$ cat config.mk
export PLATFORM = sky130hd
export DESIGN_NAME = secded_codec
export DESIGN_NICKNAME = d
export VERILOG_FILES = /design/src/rtl/secded_pkg.sv /design/src/rtl/secded_enc_core.sv /design/src/rtl/secded_dec_core.sv /design/src/rtl/secded_pipe_stage.sv /design/src/rtl/secded_codec.sv
export SDC_FILE = /design/constraint.sdc
export NUM_CORES = 1
export LEC_CHECK = 0
export ABC_AREA = 1
export BUFFER_PORTS_ARGS = -buffer_cell sky130_fd_sc_hd__buf_4
export CORE_MARGIN = 2
export CORE_UTILIZATION = 52
export CTS_CLUSTER_DIAMETER = 100
export CTS_CLUSTER_SIZE = 16
export DETAILED_ROUTE_END_ITERATION = 8
export GPL_TIMING_DRIVEN = 0
export HOLD_SLACK_MARGIN = 0.12
export PLACE_DENSITY = 0.8
export SLEW_MARGIN = 20
export SYNTH_ARGS = -nofsm -noshare
export SYNTH_HDL_FRONTEND = slang
export SYNTH_SLANG_ARGS = --single-unit
$ cat constraint.sdc
create_clock -name clk -period 2.99 [get_ports clk]
set_input_delay 0.4485 -clock clk [delete_from_list [all_inputs] [get_ports clk]]
set_output_delay 0.4485 -clock clk [all_outputs]
set_load 0.005 [all_outputs]
$ cat src/rtl/secded_pkg.sv
package secded_pkg;

    localparam int unsigned MAX_DATA_W = 64;

    typedef enum logic [1:0] {
        ERR_NONE   = 2'd0,
        ERR_FIXED  = 2'd1,
        ERR_UNCORR = 2'd2
    } err_class_e;

    function automatic bit is_pow2(input int unsigned v);
        return (v != 0) && ((v & (v - 1)) == 0);
    endfunction

    // Number of Hamming check bits for a data width (overall parity excluded)
    function automatic int unsigned par_bits(input int unsigned dw);
        int unsigned p;
        p = 1;
        for (int i = 0; i < 8; i++) begin
            if ((32'd1 << p) < dw + p + 1) p = p + 1;
        end
        return p;
    endfunction

    // Code position (1-based) of data bit k: k-th non power-of-two index
    function automatic int unsigned data_pos(input int unsigned k);
        int unsigned cnt;
        int unsigned pos;
        cnt = 0;
        pos = 0;
        for (int unsigned q = 1; q <= 2 * MAX_DATA_W; q++) begin
            if (!is_pow2(q)) begin
                if (cnt == k && pos == 0) pos = q;
                cnt = cnt + 1;
            end
        end
        return pos;
    endfunction

    // Data bits covered by Hamming check bit i
    function automatic logic [MAX_DATA_W-1:0] cover_mask(input int unsigned i,
                                                         input int unsigned dw);
        logic [MAX_DATA_W-1:0] m;
        m = '0;
        for (int unsigned k = 0; k < MAX_DATA_W; k++) begin
            if (k < dw) m[k] = ((data_pos(k) >> i) & 1) != 0;
        end
        return m;
    endfunction

endpackage

$ cat src/rtl/secded_enc_core.sv
module secded_enc_core
    import secded_pkg::*;
#(
    parameter int unsigned DATA_W = 8,
    parameter int unsigned PAR_W  = par_bits(DATA_W)
) (
    input  logic [DATA_W-1:0] data,
    output logic [PAR_W:0]    check
);
    logic [PAR_W-1:0] ham;

    for (genvar i = 0; i < PAR_W; i++) begin : g_ham
        localparam logic [MAX_DATA_W-1:0] MASK = cover_mask(i, DATA_W);
        assign ham[i] = ^(data & MASK[DATA_W-1:0]);
    end

    assign check = {(^data) ^ (^ham), ham};
endmodule

$ cat src/rtl/secded_dec_core.sv
module secded_dec_core
    import secded_pkg::*;
#(
    parameter int unsigned DATA_W = 8,
    parameter int unsigned PAR_W  = par_bits(DATA_W)
) (
    input  logic [DATA_W-1:0] rx_data,
    input  logic [PAR_W:0]    rx_check,
    output logic [DATA_W-1:0] fix_data,
    output logic [PAR_W-1:0]  syndrome,
    output err_class_e        err_class
);
    localparam int unsigned CODE_W = DATA_W + PAR_W;

    logic [PAR_W:0] re_check;
    logic           parity_bad;
    logic           syn_nz;
    logic           in_range;

    secded_enc_core #(.DATA_W(DATA_W), .PAR_W(PAR_W)) u_recalc (
        .data  (rx_data),
        .check (re_check)
    );

    assign syndrome   = rx_check[PAR_W-1:0] ^ re_check[PAR_W-1:0];
    // odd parity over the full stored word
    assign parity_bad = rx_check[PAR_W] ^ re_check[PAR_W] ^ (^syndrome);
    assign syn_nz     = |syndrome;
    assign in_range   = ({1'b0, syndrome} <= (PAR_W+1)'(CODE_W));

    always_comb begin
        if (!parity_bad) err_class = syn_nz ? ERR_UNCORR : ERR_NONE;
        else             err_class = in_range ? ERR_FIXED : ERR_UNCORR;
    end

    for (genvar k = 0; k < DATA_W; k++) begin : g_fix
        localparam logic [PAR_W-1:0] POS = PAR_W'(data_pos(k));
        assign fix_data[k] = rx_data[k] ^ ((err_class == ERR_FIXED) && (syndrome == POS));
    end
endmodule

$ cat src/rtl/secded_pipe_stage.sv
module secded_pipe_stage #(
    parameter int unsigned W = 8
) (
    input  logic         clk,
    input  logic         rst,
    input  logic         in_valid,
    output logic         in_ready,
    input  logic [W-1:0] in_data,
    output logic         out_valid,
    input  logic         out_ready,
    output logic [W-1:0] out_data
);
    assign in_ready = !out_valid || out_ready;

    always_ff @(posedge clk) begin
        if (rst) begin
            out_valid <= 1'b0;
            out_data  <= '0;
        end else if (in_ready) begin
            out_valid <= in_valid;
            if (in_valid) out_data <= in_data;
        end
    end
endmodule

$ cat src/rtl/secded_codec.sv
module secded_codec
    import secded_pkg::*;
#(
    parameter int unsigned DATA_W = 8,
    parameter int unsigned PAR_W  = par_bits(DATA_W)
) (
    input  logic              clk,
    input  logic              rst,
    input  logic              enc_in_valid,
    output logic              enc_in_ready,
    input  logic [DATA_W-1:0] enc_in_data,
    output logic              enc_out_valid,
    input  logic              enc_out_ready,
    output logic [DATA_W-1:0] enc_out_data,
    output logic [PAR_W:0]    enc_out_check,
    input  logic              dec_in_valid,
    output logic              dec_in_ready,
    input  logic [DATA_W-1:0] dec_in_data,
    input  logic [PAR_W:0]    dec_in_check,
    output logic              dec_out_valid,
    input  logic              dec_out_ready,
    output logic [DATA_W-1:0] dec_out_data,
    output logic              dec_out_single,
    output logic              dec_out_double,
    output logic [PAR_W-1:0]  dec_out_syndrome
);
    localparam int unsigned ENC_PW = DATA_W + PAR_W + 1;
    localparam int unsigned DEC_PW = DATA_W + PAR_W + 2;

    // encode path
    logic [PAR_W:0] enc_check;

    secded_enc_core #(.DATA_W(DATA_W), .PAR_W(PAR_W)) u_enc (
        .data  (enc_in_data),
        .check (enc_check)
    );

    secded_pipe_stage #(.W(ENC_PW)) u_enc_stage (
        .clk       (clk),
        .rst       (rst),
        .in_valid  (enc_in_valid),
        .in_ready  (enc_in_ready),
        .in_data   ({enc_check, enc_in_data}),
        .out_valid (enc_out_valid),
        .out_ready (enc_out_ready),
        .out_data  ({enc_out_check, enc_out_data})
    );

    // decode path
    logic [DATA_W-1:0] dec_fix;
    logic [PAR_W-1:0]  dec_syn;
    err_class_e        dec_cls;

    secded_dec_core #(.DATA_W(DATA_W), .PAR_W(PAR_W)) u_dec (
        .rx_data   (dec_in_data),
        .rx_check  (dec_in_check),
        .fix_data  (dec_fix),
        .syndrome  (dec_syn),
        .err_class (dec_cls)
    );

    secded_pipe_stage #(.W(DEC_PW)) u_dec_stage (
        .clk       (clk),
        .rst       (rst),
        .in_valid  (dec_in_valid),
        .in_ready  (dec_in_ready),
        .in_data   ({dec_cls == ERR_FIXED, dec_cls == ERR_UNCORR, dec_syn, dec_fix}),
        .out_valid (dec_out_valid),
        .out_ready (dec_out_ready),
        .out_data  ({dec_out_single, dec_out_double, dec_out_syndrome, dec_out_data})
    );
endmodule

==> impl_summary.txt, run 1 <==
----------------------------------------------------
[Global routing]
  Via count of the first global-routing pass ... 1813
  Antenna violations before repair ... 0
  Total overflow reported by the global router ... 0
  Overall Global Routing Usage ... between 20 and 25%
  Wire length of the first global-routing pass ... between 8000 and 9000 um
  Maximum number of pins on one net before global-route repair ... 11

[Detailed routing]
  Sum of routed wire segments on met1 ... ~2100 um
  Post-route DRC ... 0
  Post-DRT Antenna Nets ... 0
  Starting DRC count in detailed routing ... between 100 and 150
  Initial DRT Pass Iterations ... 4
  Met2 wirelength from detailed routing ... roughly 2300 um
  Routed len/inst ... between 10 and 15 um
  Routed wire length on met3 ... approximately 320 um
  Average via count per standard cell ... just under 5
  Top Layer Used ... met4
  Routed vias ... 1972
  Wirelength, routed ... 4790 um

[Cells and area]
  Final instance count without filler cells ... around 400
  Final Cell Area ... ~2500 um2
  Number of antenna cells inserted ... 0
  Area growth from synthesis to final layout ... 30.1%
  Number of nets in the finished design ... about 380
  Final core utilization ... between 70% and 80%
  Fill cell instance count of the final layout ... ~330
  Layout cell share with drive strength beyond 1 ... about 25%

[Worst setup path]
  Maximum cell stage delay along the critical path ... between 0.3 and 0.4 ns
  Cells along the critical path ... clkbuf_2 -> xnor2_1 -> xnor2_1 -> xor2_1 -> ha_1 -> xnor3_1 -> nand2_1 -> nand2_1 -> inv_2 -> buf_2 -> nand3_2 -> nand2_1 -> nand3_1 -> nand2_1 -> inv_1
  WP depth ... 15
  CP max stage cell ... sky130_fd_sc_hd__xor2_1
  Origin of the critical flop-to-flop path ... u_dec_stage.out_valid$_SDFFE_PP0N_
  Startpoint type of the worst setup path ... input pin
  Critical path capture point type ... flip-flop
  Max Fanout on Critical Path ... 10
  Total buffers and inverters traversed by the critical path ... 4
  Arrival time of data at the critical path endpoint ... between 2 and 3 ns
  Worst-case register-to-register setup slack ... 1.54 ns
  Critical path required time ... ~3.2 ns
  Critical setup path kind ... in -> reg
  Path depth of the worst reg2reg path ... 6
  Crit path max-delay family ... XOR/XNOR gates
  Most frequent cell on the critical path ... sky130_fd_sc_hd__nand2_1
  Launching instance or port of the critical path ... dec_in_data[7]

[STA]
  Aggregate negative setup slack ... 0 ns
  Final critical-path setup slack ... 0.536 ns
  Number of failing setup endpoints in the final timing report ... 0
  Achievable frequency ... 407 MHz
  Max-slew violation count ... 0
  Ratio of final minimum period to clock period ... a little over 80%
  Worst slew pin tran ... between 0.4 and 0.5 ns
  Max-slew headroom ... roughly 70%
  Post-route clock skew ... around 0.0033 ns
  RSZ-0062 raised after global routing ... no
  Final Hold Viols ... 0
  Min Clock Period, post-route ... between 2 and 2.5 ns

[CTS]
  Number of levels the H-tree was split into ... 2
  CTS Hold Buffers Added ... 0
  Number of clock sinks ... 29
  Count of instances resized after the clock tree is built ... 0
  CTS Buf Count ... 5
  Root cell of the clock tree ... sky130_fd_sc_hd__clkbuf_8
  CTS tree ... built
  Buffer depth of the longest clock path ... 2
  Clock transition time at the flip-flop clock pins of the worst setup and hold paths ... 0.06 ns
  Clock latency reported for the late side of the worst-skew pair ... roughly 0.28 ns
  Number of buffers inserted by post-CTS setup repair ... 0

[Synthesis]
  Number of synthesized register bits ... 29
  Sequential fraction of the synthesis area ... approximately 30%
  Number of nets in the synthesized netlist ... approximately 320
  Syn Inst Count ... 291
  Number of warnings issued by yosys ... 0
  Library cells used by synthesis ... 23
  Mean instance size in the synthesized netlist ... between 6 and 7 um2
  Synthesized area ... approximately 2000 um2

[Floorplanning]
  Floorplan core area ... roughly 3600 um2
  Starting density of the core ... a little over half
  Height of the die ... between 60 and 70 um
  Site Rows ... 22
  DIE AREA ... between 4000 and 5000 um2
  Ports ... 58
  Die X-Extent ... between 60 and 70 um

[Worst hold path]
  Hold path startpoint ... enc_in_data[1]
  Cell depth of the worst min-delay path ... 3
  Class of the worst hold path ... in -> reg

[Power and ir drop]
  Power per Cell Area ... 530 nW/um2
  Static leakage ... approximately 1.4 nW
  Peak ir drop on the vdd network ... between 400 and 500 uV

[Placed design]
  HPWL after detailed placement ... between 3000 and 4000 um
  Count of port buffers added during placement ... 55
  Cell area after placement ... 2430 um2
  Total placed cells including tap cells ... around 400
  Worst slack at placement ... 0.254 ns
  Final weighted congestion of routability-driven global placement ... between 0.9 and 1

[Outcome]
  Run status ... finished clean

[Run]
  MaxCap Viol Count ... 0

----------------------------------------------------
==> power by group <==
part	switching [mW]	total [mW]	internal, mW
registers	0.0196	0.445	0.425
clock network	0.146	0.417	0.271
logic	0.281	0.487	0.206
total	0.447	1.35	0.902
==> worst reg2reg max path: stages, from the launching register on <==
cell and delay, ns:
sky130_fd_sc_hd__dfxtp_1 0.33, sky130_fd_sc_hd__nand2_1 0.09, sky130_fd_sc_hd__nand2_1 0.15, sky130_fd_sc_hd__clkinv_1 0.22, sky130_fd_sc_hd__buf_2 0.25, sky130_fd_sc_hd__o21ai_0 0.22, sky130_fd_sc_hd__a21oi_1 0.08
==> flip-flops by register name (all words and copies together), names as in the netlist <==
name,flops
u_dec_stage.out_data,14
u_dec_stage.out_valid,1
u_enc_stage.out_data,13
u_enc_stage.out_valid,1
==> cell type report <==
type	count	area [um2]	area share, %
well taps	48	60.1	2.36
clock inverters	1	30.0	1.18
repair buffers	55	413	16.2
plain buffers	10	55.1	2.16
multi-input cells	208	1160	45.4
inverters	44	165	6.49
clock buffers	7	86.3	3.39
flip-flops and latches	29	581	22.8
==> worst paths after layout <==
check | to
setup / recovery | u_dec_stage.out_data[5]$_SDFFE_PP0P_
hold / removal | u_enc_stage.out_data[1]$_SDFFE_PP0P_
setup reg to reg | u_dec_stage.out_data[13]$_SDFFE_PP0P_
hold reg to reg | u_dec_stage.out_data[12]$_SDFFE_PP0P_
==> cell families after synthesis <==
kind of cell,count (synthesis),synth area share [%]
AND/OR/NAND/NOR,152,35.6
buffers and inverters,54,11.3
flip-flops,29,29.7
XOR/XNOR,27,13.5
AO/OA/AOI/OAI,25,7.42
adder cells (fa/ha/maj),4,2.56
==> layout by cell type, fill, tap and decap left out <==
cell type | Yosys | layout
sky130_fd_sc_hd__nand2_1 | 56 | 56
sky130_fd_sc_hd__buf_4 | 0 | 55
sky130_fd_sc_hd__nor2_1 | 46 | 46
sky130_fd_sc_hd__inv_1 | 40 | 40
sky130_fd_sc_hd__dfxtp_1 | 29 | 29
sky130_fd_sc_hd__nand3_1 | 26 | 26
sky130_fd_sc_hd__xor2_1 | 14 | 14
sky130_fd_sc_hd__o21ai_0 | 12 | 12
sky130_fd_sc_hd__xnor2_1 | 11 | 11
sky130_fd_sc_hd__nand2_2 | 9 | 9
sky130_fd_sc_hd__a21oi_1 | 7 | 7
sky130_fd_sc_hd__nand4_1 | 7 | 7
sky130_fd_sc_hd__clkbuf_8 | 0 | 6
sky130_fd_sc_hd__nand3_2 | 5 | 5
sky130_fd_sc_hd__clkbuf_1 | 4 | 5
sky130_fd_sc_hd__o211ai_1 | 5 | 5
sky130_fd_sc_hd__ha_1 | 4 | 4
sky130_fd_sc_hd__inv_2 | 3 | 3
sky130_fd_sc_hd__nand2_4 | 3 | 3
sky130_fd_sc_hd__buf_2 | 3 | 3
sky130_fd_sc_hd__clkbuf_2 | 2 | 2
sky130_fd_sc_hd__xnor3_1 | 2 | 2
sky130_fd_sc_hd__clkinv_1 | 1 | 1
sky130_fd_sc_hd__buf_8 | 1 | 1
sky130_fd_sc_hd__o211ai_2 | 1 | 1
sky130_fd_sc_hd__bufinv_16 | 0 | 1
==> synth_stat cells <==
library cell,count,area (um2)
sky130_fd_sc_hd__nand2_1,56,210
sky130_fd_sc_hd__nor2_1,46,173
sky130_fd_sc_hd__inv_1,40,150
sky130_fd_sc_hd__dfxtp_1,29,581
sky130_fd_sc_hd__nand3_1,26,130
sky130_fd_sc_hd__xor2_1,14,123
sky130_fd_sc_hd__o21ai_0,12,60.1
sky130_fd_sc_hd__xnor2_1,11,96.3
sky130_fd_sc_hd__nand2_2,9,56.3
sky130_fd_sc_hd__a21oi_1,7,35.0
sky130_fd_sc_hd__nand4_1,7,43.8
sky130_fd_sc_hd__nand3_2,5,50.1
sky130_fd_sc_hd__o211ai_1,5,37.5
sky130_fd_sc_hd__clkbuf_1,4,15.0
sky130_fd_sc_hd__ha_1,4,50.1
sky130_fd_sc_hd__buf_2,3,15.0
sky130_fd_sc_hd__inv_2,3,11.3
sky130_fd_sc_hd__nand2_4,3,33.8
sky130_fd_sc_hd__clkbuf_2,2,10.0
sky130_fd_sc_hd__xnor3_1,2,45.0
sky130_fd_sc_hd__buf_8,1,15.0
sky130_fd_sc_hd__clkinv_1,1,3.75
sky130_fd_sc_hd__o211ai_2,1,12.5
==> per-stage QoR <==
step | power, mW | hold slack, ns
detailed placement | 0.934 | 0.466
global placement | 0.930 | 0.456
finish | 1.35 | 0.447
global route | 1.43 | 0.458
floorplan | 0.775 | 0.462
CTS | 1.36 | 0.446
==> layer usage <==
layer  track usage, %  up-vias
li1                 -     1034
met1             30.7      858
met2             40.3       74
met3             5.99        6
met4             8.07        0
met5                0        -
Power figures use the tool's default switching activity.
==> run 2: changes to the inputs <==
--- a/config.mk
+++ b/config.mk
@@ -8,13 +8,13 @@
 export ABC_AREA = 1
 export BUFFER_PORTS_ARGS = -buffer_cell sky130_fd_sc_hd__buf_4
 export CORE_MARGIN = 2
-export CORE_UTILIZATION = 52
+export CORE_UTILIZATION = 47
 export CTS_CLUSTER_DIAMETER = 100
 export CTS_CLUSTER_SIZE = 16
 export DETAILED_ROUTE_END_ITERATION = 8
 export GPL_TIMING_DRIVEN = 0
 export HOLD_SLACK_MARGIN = 0.12
-export PLACE_DENSITY = 0.8
+export PLACE_DENSITY = 0.77
 export SLEW_MARGIN = 20
 export SYNTH_ARGS = -nofsm -noshare
 export SYNTH_HDL_FRONTEND = slang
==> constraint.sdc (replaced) <==
create_clock -name clk -period 2.2 [get_ports clk]
set_input_delay 0.33 -clock clk [delete_from_list [all_inputs] [get_ports clk]]
set_output_delay 0.33 -clock clk [all_outputs]
set_load 0.005 [all_outputs]
==> run 2 against run 1 <==
Sequential power up 36%. Clock-buffer cell count is the same. Utilization fell by 2.1 points. Clock skew about the same. Final area up 6.7%. Critical path type unchanged. Final cell count increased by 3.0%. Register-to-register slack got worse by 0.75 ns. Sequential share of layout area fell by 1.4 points. Via count rose by 3.9%.
==> impl_summary.txt, run 2 (same netlist as run 1, synthesis figures left out) <==
----------------------------------------------------
[Outcome]
  Run status ... finished clean

[CTS]
  CTS Hold Buffers Added ... 0 (unchanged)
  CTS tree ... built
  CTS Buf Count ... 5 (unchanged)
  Root cell of the clock tree ... sky130_fd_sc_hd__clkbuf_8
  Clock latency reported for the late side of the worst-skew pair ... 0.29 ns (about the same)
  Number of clock sinks ... 29 (unchanged)
  Number of levels the H-tree was split into ... 2 (unchanged)
  Clock transition time at the flip-flop clock pins of the worst setup and hold paths ... 0.06 ns (about the same)
  Buffer depth of the longest clock path ... 2 (unchanged)

[STA]
  Number of failing setup endpoints in the final timing report ... 0 (unchanged)
  Max-slew headroom ... 70.1% (+0.55 points)
  Aggregate negative setup slack ... 0 ns (unchanged)
  Worst slew pin tran ... 0.449 ns (-0.00824 ns)
  Final critical-path setup slack ... 0.118 ns (-0.418 ns)
  Post-route clock skew ... 0.00324 ns (-0.0000155 ns)
  Min Clock Period, post-route ... 2.08 ns
  Achievable frequency ... 480 MHz
  Ratio of final minimum period to clock period ... a little over nine tenths
  Max-slew violation count ... 0 (unchanged)
  Final Hold Viols ... 0 (unchanged)

[Global routing]
  Maximum number of pins on one net before global-route repair ... 11 (unchanged)
  Overall Global Routing Usage ... 22.6% (-1.7 points)
  Antenna violations before repair ... 0 (unchanged)
  Via count of the first global-routing pass ... 1874 (+3.4%)
  Total overflow reported by the global router ... 0 (unchanged)
  Wire length of the first global-routing pass ... 8040 um (+0.26%)

[Cells and area]
  Number of antenna cells inserted ... 0 (unchanged)
  Most frequent standard cell in the layout excluding fill and tap cells ... sky130_fd_sc_hd__buf_4
  Number of nets in the finished design ... 394 (+2.6%)
  Final core utilization ... 67.9% (-2.1 points)
  Number of flip-flops in the largest register ... 14 (unchanged)
  Final instance count without filler cells ... 414 (+3.0%)
  Area growth from synthesis to final layout ... 38.9%
  Register with the most flip-flops ... u_dec_stage.out_data
  Layout cell share with drive strength beyond 1 ... 29.1% (+4.0 points)
  Commonest cells after routing, fill and taps aside ... sky130_fd_sc_hd__buf_4, sky130_fd_sc_hd__nand2_1, sky130_fd_sc_hd__nor2_1
  Fill cell instance count of the final layout ... 357 (+6.9%)
  Leading registers by flop count ... u_dec_stage.out_data (14), u_enc_stage.out_data (13)

[Power and ir drop]
  Power spent charging and discharging nets ... 652 uW (+46%)
  Clock network fraction of total power ... 28.9% (-2.0 points)
  Power per Cell Area ... 734 nW/um2 (+39%)
  Relative contribution of sequential cells to total power ... 30.4% (-2.6 points)
  Peak ir drop on the vdd network ... 509 uV (+22%)
  Total chip power ... 1.99 mW (+48%)
  Combinational share of power ... 40.8% (+4.7 points)
  Internal power ... 1.34 mW (+49%)
  Static leakage ... 1.48 nW (+6.3%)
  Net Sw Frac ... 32.7% (-0.42 points)

[Worst setup path]
  Cells along the critical path ... buf_4 -> xnor2_4 -> xnor2_2 -> xor2_1 -> ha_1 -> xnor3_1 -> nand2_1 -> nand2_1 -> inv_2 -> buf_6 -> buf_6 -> nand4_1 -> nand3_1 -> nand2_1 -> inv_1
  Critical path required time ... 2.39 ns (-0.79 ns)
  Maximum cell stage delay along the critical path ... 0.30 ns (-0.03 ns)
  Worst-case register-to-register setup slack ... 0.79 ns (-0.75 ns)
  Critical path capture point type ... flip-flop
  Startpoint type of the worst setup path ... input pin
  Most frequent cell on the critical path ... sky130_fd_sc_hd__nand2_1
  Arrival time of data at the critical path endpoint ... 2.27 ns (-0.37 ns)
  CP max stage cell ... sky130_fd_sc_hd__ha_1
  Max Fanout on Critical Path ... 6 (-4)
  Critical setup path kind ... in -> reg

[Placed design]
  HPWL after detailed placement ... 3810 um (+5.3%)
  Final weighted congestion of routability-driven global placement ... 0.897 (-0.42%)
  Count of port buffers added during placement ... 55 (unchanged)
  Total placed cells including tap cells ... 396 (+0.51%)
  Worst slack at placement ... -0.310 ns (-0.565 ns)

[Floorplanning]
  Die X-Extent ... 68.5 um (+4.9%)
  Ports ... 58 (unchanged)
  Height of the die ... 68.5 um (+4.9%)
  Site Rows ... 23 (+4.5%)
  Floorplan core area ... 4000 um2 (+10%)
  DIE AREA ... 4700 um2 (+10%)
  Starting density of the core ... 48.9% (-4.9 points)

[Detailed routing]
  Average via count per standard cell ... 4.95 (+0.84%)
  Wirelength, routed ... 4920 um (+2.7%)
  Initial DRT Pass Iterations ... 4 (unchanged)
  Routed len/inst ... 11.9 um (-0.24%)
  Post-DRT Antenna Nets ... 0 (unchanged)
  Starting DRC count in detailed routing ... 127 (-7.3%)
  Routed vias ... 2048 (+3.9%)
  Post-route DRC ... 0 (unchanged)

[Run]
  MaxCap Viol Count ... 0 (unchanged)

[Worst hold path]
  Class of the worst hold path ... in -> reg

----------------------------------------------------
run 2: cell types whose count changed in the layout (fill, tap and decap cells not counted), moves of 2 or more:
| cell | before | now |
|---|---|---|
| sky130_fd_sc_hd__clkbuf_2 | 2 | 0 |
| sky130_fd_sc_hd__xnor2_2 | 0 | 3 |
| sky130_fd_sc_hd__buf_4 | 55 | 61 |
| sky130_fd_sc_hd__clkbuf_8 | 6 | 8 |
| sky130_fd_sc_hd__xnor2_1 | 11 | 7 |
| sky130_fd_sc_hd__buf_6 | 0 | 3 |
run 2: worst paths after layout:
kind	start	endpoint	cells past startpoint
worst max register to register	u_dec_stage.out_valid$_SDFFE_PP0N_	u_dec_stage.out_data[7]$_SDFFE_PP0P_	8
worst max-delay path	dec_in_data[6]	u_dec_stage.out_data[0]$_SDFFE_PP0P_	15
worst min register to register	u_dec_stage.out_data[12]$_SDFFE_PP0P_	u_dec_stage.out_data[12]$_SDFFE_PP0P_	2
worst min-delay path	enc_in_data[2]	u_enc_stage.out_data[2]$_SDFFE_PP0P_	3
run 2: repair_timing:
item                       CTS  global route
setup endpoints to repair    1            10
buffers inserted             1             8
pin swaps                    1             9
gates cloned                 0             1
resized for setup            0            11
run 2: routing by layer:
| metal | track usage (%) | share of wire [%] |
|---|---|---|
| met5 | 0 | 0 |
| met4 | 5.25 | 1.0 |
| met3 | 6.01 | 6.1 |
| met2 | 39.2 | 50 |
| met1 | 27.7 | 43 |
run 2: power by group through the flow:
stage	Combinational, mW	Sequential, mW	Clock (mW)
6_report	0.813	0.606	0.575
5_1_grt	0.899	0.611	0.602
4_1_cts	0.688	0.605	0.583
3_5_place_dp	0.679	0.616	0
3_3_place_gp	0.667	0.614	0
2_1_floorplan	0.455	0.618	0
run 2: layout make-up:
class                           count  area (um2)  area share, %
Tap cell                           50        62.6           2.30
Buffer                             10        78.8           2.90
Timing Repair Buffer               65         500           18.4
Multi-Input combinational cell    208        1210           44.7
Sequential cell                    29         581           21.4
Clock inverter                      1        30.0           1.10
Clock buffer                        7        86.3           3.18
Inverter                           44         165           6.08
run 2: critical path: cells and delay by family:
family	cells	cell delay (ns)
simple gates	5	0.38
xor+xnor	4	0.75
buf+inv	5	0.50
fa+ha+maj	1	0.30
run 2: through the flow:
step                instance area (um2)  hold WS [ns]
floorplan                          1990         0.462
global placement                   2460         0.456
detailed placement                 2460         0.460
CTS                                2590         0.317
global route                       2720         0.343
finish                             2720         0.321
